<file path="config.mk">
export PLATFORM = sky130hd
export DESIGN_NAME = bsalu
export DESIGN_NICKNAME = d
export VERILOG_FILES = /design/src/rtl/bsalu.sv
export SDC_FILE = /design/constraint.sdc
export NUM_CORES = 1
export LEC_CHECK = 0
export CORE_AREA = 4 4 78 80
export DETAILED_ROUTE_END_ITERATION = 7
export DIE_AREA = 0 0 82 84
export PLACE_DENSITY = 0.77
export SYNTH_ARGS = -nofsm -noshare
export SYNTH_HDL_FRONTEND = slang
export SYNTH_SLANG_ARGS = --single-unit
</file>
<file path="constraint.sdc">
create_clock -name vclk -period 26.8
set_clock_uncertainty 0.15 [all_clocks]
set_input_delay 4.02 -clock vclk [all_inputs]
set_output_delay 4.02 -clock vclk [all_outputs]
set_load 0.01 [all_outputs]
</file>
<file path="src/rtl/bsalu.sv">
module bsalu #(
  parameter int W = 32
) (
  input  logic [W-1:0] opa,
  input  logic [W-1:0] opb,
  input  logic         sub,
  input  logic [1:0]   fsel,
  output logic [W-1:0] res,
  output logic         ovf,
  output logic         nz
);
  logic [W:0] cy;

  assign cy[0] = sub;

  for (genvar i = 0; i < W; i++) begin : g_slice
    logic bx, s;
    assign bx = opb[i] ^ sub;
    assign s = opa[i] ^ bx ^ cy[i];
    assign cy[i+1] = (opa[i] & bx) | (opa[i] & cy[i]) | (bx & cy[i]);
    always_comb begin
      unique case (fsel)
        2'd0: res[i] = s;
        2'd1: res[i] = ~opb[i];
        2'd2: res[i] = opa[i] | opb[i];
        default: res[i] = opa[i] & opb[i];
      endcase
    end
  end

  assign ovf = (fsel == 2'd0) & (cy[W] ^ cy[W-1]);
  assign nz  = |res;
endmodule

</file>
After elaboration in Yosys (flattened, before gate mapping)
Index checks and enable logic that the tools add are counted.

Flip-flop bits (word level): 0. Word-level logic and storage cells: 390.

Equal/unequal tests: 2. Reductions and logical operators: 2. Mux-type cells: 32. Bitwise operators: 354.

Operators with widths (number): $and 1x1->1 (129); $xor 1x1->1 (97); $or 1x1->1 (96); $pmux 1 s3 (32); $not 1->1 (32); $reduce_or 32->1 (1); $eq 2x1->1 const B (1); $eq 2x2->1 const B (1); $logic_not 2->1 (1).

Logic depth before layout (Yosys ltp)
Gate-level depths: netlist (run 1).

Depth after elaboration: 99. Gate-level depth with buffers: 41. Mapped depth without buffers: 39.

Worst setup path before layout (run 1)
OpenSTA, ideal clock, no wires.

Path type: input port to output port. From: in sub. To: out nz. Path buffers: 2. Arrival time: 17463 ps. Required time: 22630 ps. Slack: 5167 ps. Cell stages on the path: 41. Cells stage by stage: clkbuf_1 buf_1 xnor2_1 fa_1 inv_1 fa_1 fa_1 fa_1 fa_1 fa_1 fa_1 fa_1 fa_1 fa_1 fa_1 fa_1 fa_1 fa_1 [... 5 more ...] fa_1 fa_1 fa_1 fa_1 fa_1 fa_1 fa_1 fa_1 fa_1 fa_1 fa_1 inv_1 fa_1 mux2i_1 nor2_1 a21oi_1 or4_1 or4_1.

Longest elaborated chain between the ends: 97.

Ends and longest elaborated chain: start, declared (RTL line 6) `input logic sub,`; $xor 1x1->1 (RTL line 18) `assign bx = opb[i] ^ sub;`; $and 1x1->1 (RTL line 20) `assign cy[i+1] = (opa[i] & bx) | (opa[i] & cy[i]) | (bx & cy[i]);`; $or 1x1->1 (2 in a row) (RTL line 20); $and 1x1->1 (RTL line 20); $or 1x1->1 (2 in a row) (RTL line 20); $and 1x1->1 (RTL line 20); $or 1x1->1 (2 in a row) (RTL line 20); $and 1x1->1 (RTL line 20); [... 77 more ...]; $and 1x1->1 (RTL line 20); $or 1x1->1 (2 in a row) (RTL line 20); $and 1x1->1 (RTL line 20); $or 1x1->1 (2 in a row) (RTL line 20); $xor 1x1->1 * (RTL line 19) `assign s = opa[i] ^ bx ^ cy[i];`; $pmux 1 s3 * (RTL line 22) `unique case (fsel)`; named net res[31] (RTL line 8) `output logic [W-1:0] res,`; $reduce_or 32->1 * (RTL line 32) `assign nz = |res;`; end, declared (RTL line 10) `output logic nz`.

Mark *: on every way through the listed nets, which the timed path passes. The rest lies on a longest branch.

Final worst setup path (run 1)
From: in opb[0]. To: out nz.

Longest elaborated chain between the ends: 97.

Ends and longest elaborated chain: start, declared (RTL line 5) `input logic [W-1:0] opb,`; $xor 1x1->1 (RTL line 18); $and 1x1->1 (RTL line 20); $or 1x1->1 (2 in a row) (RTL line 20); $and 1x1->1 (RTL line 20); $or 1x1->1 (2 in a row) (RTL line 20); $and 1x1->1 (RTL line 20); $or 1x1->1 (2 in a row) (RTL line 20); $and 1x1->1 (RTL line 20); [... 75 more ...]; $or 1x1->1 (2 in a row) (RTL line 20); $and 1x1->1 (RTL line 20); $or 1x1->1 (2 in a row) (RTL line 20); $and 1x1->1 (RTL line 20); $or 1x1->1 (2 in a row) (RTL line 20); $xor 1x1->1 (RTL line 19); $pmux 1 s3 (RTL line 22); $reduce_or 32->1 * (RTL line 32).

Every way passes the cells marked *; elsewhere a longest branch is shown, timed or not.

==> impl_metrics.json, run 1 <==
{
  "hp-start": "fsel[1]",
  "syn_avg_cell_area_um2": 7.33,
  "power_density_mw_per_mm2": 23.7,
  "maxSlewHeadroom_pct": 58.5,
  "grt_pass1_wl_mm": 10.6,
  "finalCriticalPeriod_ps": 22660,
  "dr.pass1.iters": 4,
  "synth_nets": 382,
  "path_common_cell": "fa_1",
  "grt_util_all_layers_pct": 18.4,
  "synth_cell_types": 28,
  "multi_input_area_mm2": 0.00194,
  "utilization_pct": 57.2,
  "die_area_mm2": 0.00689,
  "fin_area_mm2": 0.00309,
  "synth_top_cell_area_share_pct": 29.8,
  "yosys_warnings": 0,
  "dpl-instance-area_mm2": 0.00309,
  "p_sw_uw": 35.5,
  "fillCellCount": 510,
  "ctsResizeCount": 0,
  "fp.dieH_um": 84,
  "tightest_slew_ps": 623,
  "start_util_pct": 38.5,
  "rsz0062_at_grt": "false",
  "drv_slew": 0,
  "comb_power_share_pct": 100.0,
  "antenna_found_initial": 0,
  "portBuffers": 101,
  "yosys-top-cells-area": "fa_1, xor2_1, o21ai_0",
  "ir_drop_v": 0.0000100,
  "drt_wl_total_mm": 6.30,
  "grt_max_degree": 66,
  "die-width_um": 82,
  "crit_type": "input port to output port",
  "setup_violations": 0,
  "hold_depth": 5,
  "netSwitchingFraction_pct": 48.4,
  "worstPathArrival_ps": 18490,
  "seq_cells": 0,
  "worstPathRequired_ps": 22630,
  "netlist_area_mm2": 0.00208,
  "cp-start-kind": "input port",
  "diodes": 0,
  "ff_latch_area_um2": 0,
  "final_nets": 467,
  "pin_count": 101,
  "vias": 2317,
  "ant_nets": 0,
  "leakage_uw": 0.00119,
  "cp_max_fo": 4,
  "yosysTopAreaCell": "fa_1",
  "dp_hpwl_mm": 5.04,
  "min_to": "res[31]",
  "seqPwrFrac_pct": 0,
  "clock_buffers": 0,
  "worstHoldPathType": "input port to output port",
  "ys_seq_area_share_pct": 0,
  "netlist_instances": 284,
  "clock_power_share_pct": 0,
  "grt_pass1_vias": 2323,
  "grt_overflow": 0,
  "dr.first_iter.drc_count": 106,
  "hold_violations": 0,
  "gp_congestion": 0.768,
  "endpoint_kind": "output port",
  "postCtsSetupBuffers": 0,
  "crit_start": "opb[0]",
  "drive_gt1_share_pct": 2.18,
  "cp_top_family": "adder cells",
  "worstPathBufferInverterCount": 4,
  "vias_per_cell": 5.28,
  "internal_power_uw": 37.8,
  "outcome": "completed",
  "max_freq_ghz": 0.0441,
  "cap_viol_max_count": 0,
  "drcViolationCount": 0,
  "area.growth.synth_to_final_pct": 48.4,
  "crit_slowest_cell": "clkdlybuf4s50_1",
  "period_share_pct": 84.6,
  "rows": 27,
  "slowest_delay_ps": 550,
  "core_mm2": 0.00541,
  "ctsHoldBuffers": 0,
  "setup_tns_ps": 0,
  "wl_per_cell_um": 14.3
}
## through the flow
| stage | std cells | hold slack [ps] | setup WS [ps] | total power (µW) |
|---|---|---|---|---|
| 6_report | 439 | 8990 | 4140 | 73.3 |
| 5_1_grt | 439 | 9070 | 3600 | 82.1 |
| 4_1_cts | 439 | 8990 | 4100 | 74.0 |
| 3_5_place_dp | 439 | 8990 | 4150 | 73.5 |
| 3_3_place_gp | 439 | 8980 | 4410 | 71.2 |
| 2_1_floorplan | 284 | 8010 | 5170 | 38.6 |
## power groups by stage
stage                     combinational [µW]  sequential [µW]  clock [µW]
final                                   73.3                0           0
after global routing                    82.1                0           0
after CTS                               74.0                0           0
after detailed placement                73.5                0           0
after global placement                  71.2                0           0
after floorplan                         38.6                0           0
## area by class of cell
type / count / share of cell area, %
multi-input cells: 252 / 62.8
repair buffers: 104 / 33.0
well taps: 72 / 2.92
inverters: 11 / 1.34
## how the worst max path moves through the flow
stage | depth (start not counted) | end | slack (ps)
6_report | 41 | nz | 4140
5_1_grt | 41 | nz | 3600
4_1_cts | 41 | nz | 4100
3_5_place_dp | 41 | nz | 4150
3_3_place_gp | 41 | nz | 4410
2_1_floorplan | 41 | nz | 5170
## cell usage after synthesis (4+ instances only)
| cell type | n |
|---|---|
| o211ai_1 | 5 |
| fa_1 | 31 |
| clkbuf_1 | 10 |
| nor4_1 | 4 |
| xor2_1 | 31 |
| nand2b_1 | 9 |
| nand2_1 | 31 |
| inv_1 | 11 |
| nor2_1 | 38 |
| mux2i_1 | 10 |
| or4_1 | 4 |
| a211oi_1 | 17 |
| a31oi_1 | 9 |
| a21oi_1 | 14 |
| o21ai_0 | 32 |
| o22ai_1 | 6 |
| buf_2 | 6 |
## cells in the final DEF (no fill, tap or decap)
cell,netlist,final
o211ai_1,5,5
xor2_1,31,31
o21ai_0,32,32
a21boi_0,2,2
a211oi_1,17,17
fa_1,31,31
mux2i_1,10,10
o22ai_1,6,6
a21oi_1,14,14
nand4_1,1,1
buf_2,6,3
buf_4,0,3
or4_1,4,4
or4b_1,1,1
o21ai_1,1,1
clkdlybuf4s50_1,0,98
inv_1,11,11
nor2_1,38,38
a31oi_1,9,9
o21bai_1,1,1
nand2_1,31,31
a21boi_2,1,1
xnor2_1,2,2
a221oi_1,1,1
nor4_1,4,4
or2_2,1,1
nand2b_1,9,9
## cell families after synthesis
kind of cell / count (synthesis) / share of synthesized area, %
simple gates: 89 / 18.9
fa+ha+maj: 31 / 29.8
compound gates: 89 / 25.8
xor+xnor: 33 / 13.9
mux: 10 / 4.81
buf+inv: 32 / 6.85
## routing by layer
metal / part of all wire, % / global-route usage, % / routed length (µm) / vias up
li1: - / - / - / 1156
met1: 44 / 25.6 / 2750 / 1081
met2: 50 / 32.2 / 3180 / 70
met4: 1.0 / 2.11 / 65 / 0
met5: 0 / 0 / 0 / -
met3: 4.9 / 0.540 / 309 / 10
No activity file was read; power rests on OpenSTA's default activity.
==> inputs of run 2 (changes only) <==
- clock period: 26.8 -> 22.8 ns (I/O delays scaled with it)
==> impl_metrics.json, run 2 (synthesized netlist as in run 1, its figures left out) <==
{
  "power_density_mw_per_mm2": 27.8,
  "period_share_pct": 94.0,
  "layout_common_cells": "clkdlybuf4s50_1, nor2_1, o21ai_0",
  "area.growth.synth_to_final_pct": 48.4,
  "vias": 2332,
  "die_area_mm2": 0.00689,
  "hold_violations": 0,
  "path_common_cell": "fa_1",
  "drcViolationCount": 0,
  "ant_nets": 0,
  "rsz0062_at_grt": "false",
  "drive_gt1_share_pct": 2.18,
  "wl_per_cell_um": 14.6,
  "setup_violations": 0,
  "clock_buffers": 0,
  "comb_power_share_pct": 100.0,
  "crit_type": "input port to output port",
  "cp-start-kind": "input port",
  "grt_max_degree": 66,
  "portBuffers": 101,
  "dr.pass1.iters": 4,
  "internal_power_uw": 44.2,
  "diodes": 0,
  "layout_commonest_cell": "clkdlybuf4s50_1",
  "ctsHoldBuffers": 0,
  "cp_max_fo": 4,
  "final_nets": 467,
  "vias_per_cell": 5.31,
  "antenna_found_initial": 0,
  "grt_pass1_vias": 2386,
  "maxSlewHeadroom_pct": 59.0,
  "pin_count": 101,
  "ctsResizeCount": 0,
  "start_util_pct": 38.5,
  "grt_overflow": 0,
  "rows": 27,
  "ir_drop_v": 0.0000120,
  "setup_tns_ps": 0,
  "holdWs_ps": 7800,
  "drv_slew": 0,
  "dp_hpwl_mm": 5.16,
  "slowest_delay_ps": 550,
  "tightest_slew_ps": 615,
  "outcome": "completed",
  "dr.first_iter.drc_count": 93,
  "worstPathRequired_ps": 19230,
  "clock_power_share_pct": 0,
  "gp_congestion": 0.789,
  "crit_slowest_cell": "clkdlybuf4s50_1",
  "grt_util_all_layers_pct": 18.7,
  "finalCriticalPeriod_ps": 21430,
  "worstHoldPathType": "input port to output port",
  "seqPwrFrac_pct": 0,
  "p_sw_uw": 41.5,
  "max_freq_ghz": 0.0467,
  "core_mm2": 0.00541,
  "postCtsSetupBuffers": 0,
  "worstPathArrival_ps": 17860,
  "grt_pass1_wl_mm": 10.7,
  "netSwitchingFraction_pct": 48.4,
  "drt_wl_total_mm": 6.40,
  "leakage_uw": 0.00119,
  "endpoint_kind": "output port",
  "cap_viol_max_count": 0,
  "ff_latch_area_um2": 0,
  "fp.dieH_um": 84,
  "die-width_um": 82,
  "seq_cells": 0
}
[run 2: final timing paths]
check / to / depth (start not counted) / from
worst max-delay path: nz / 41 / opb[0]
worst min-delay path: res[31] / 5 / fsel[1]
[run 2: critical path, delay by kind of cell]
kind / cells / cell delay [ps]
muxes: 2 / 310
buffers and inverters: 4 / 1190
and+or+nand+nor: 3 / 1020
AOI/OAI and AO/OA: 1 / 60
adders and majority gates: 31 / 11870
[run 2: power groups by stage]
stage                     logic [µW]  clock network (µW)  registers [µW]
after floorplan                 45.3                   0               0
after global placement          84.0                   0               0
after detailed placement        86.3                   0               0
after CTS                       86.8                   0               0
after global routing            96.3                   0               0
final                           85.7                   0               0
[run 2: per-stage QoR]
stage          total power, µW  utilization, %  instance area [µm²]  worst slack [ps]  instances
6_report                  85.7            57.2                 3090              1370        439
2_1_floorplan             45.3               -                 2080              2370        284
3_5_place_dp              86.3            57.2                 3090              1390        439
4_1_cts                   86.8            57.2                 3090              1340        439
5_1_grt                   96.3            57.2                 3090               858        439
3_3_place_gp              84.0            57.2                 3090              1620        439
[run 2: area by class of cell]
cell class                      instances  area, µm²
Inverter                               11       41.3
Fill cell                             534       2320
Timing Repair Buffer                  104       1020
Tap cell                               72       90.1
Multi-Input combinational cell        252       1940
[run 2: routing by layer]
layer  wire, µm  global-route usage [%]  share of wire (%)
met3        340                    1.19                5.3
met5          0                       0                  0
met2       3320                    34.7                 52
met4         47                    1.06               0.73
met1       2690                    24.3                 42
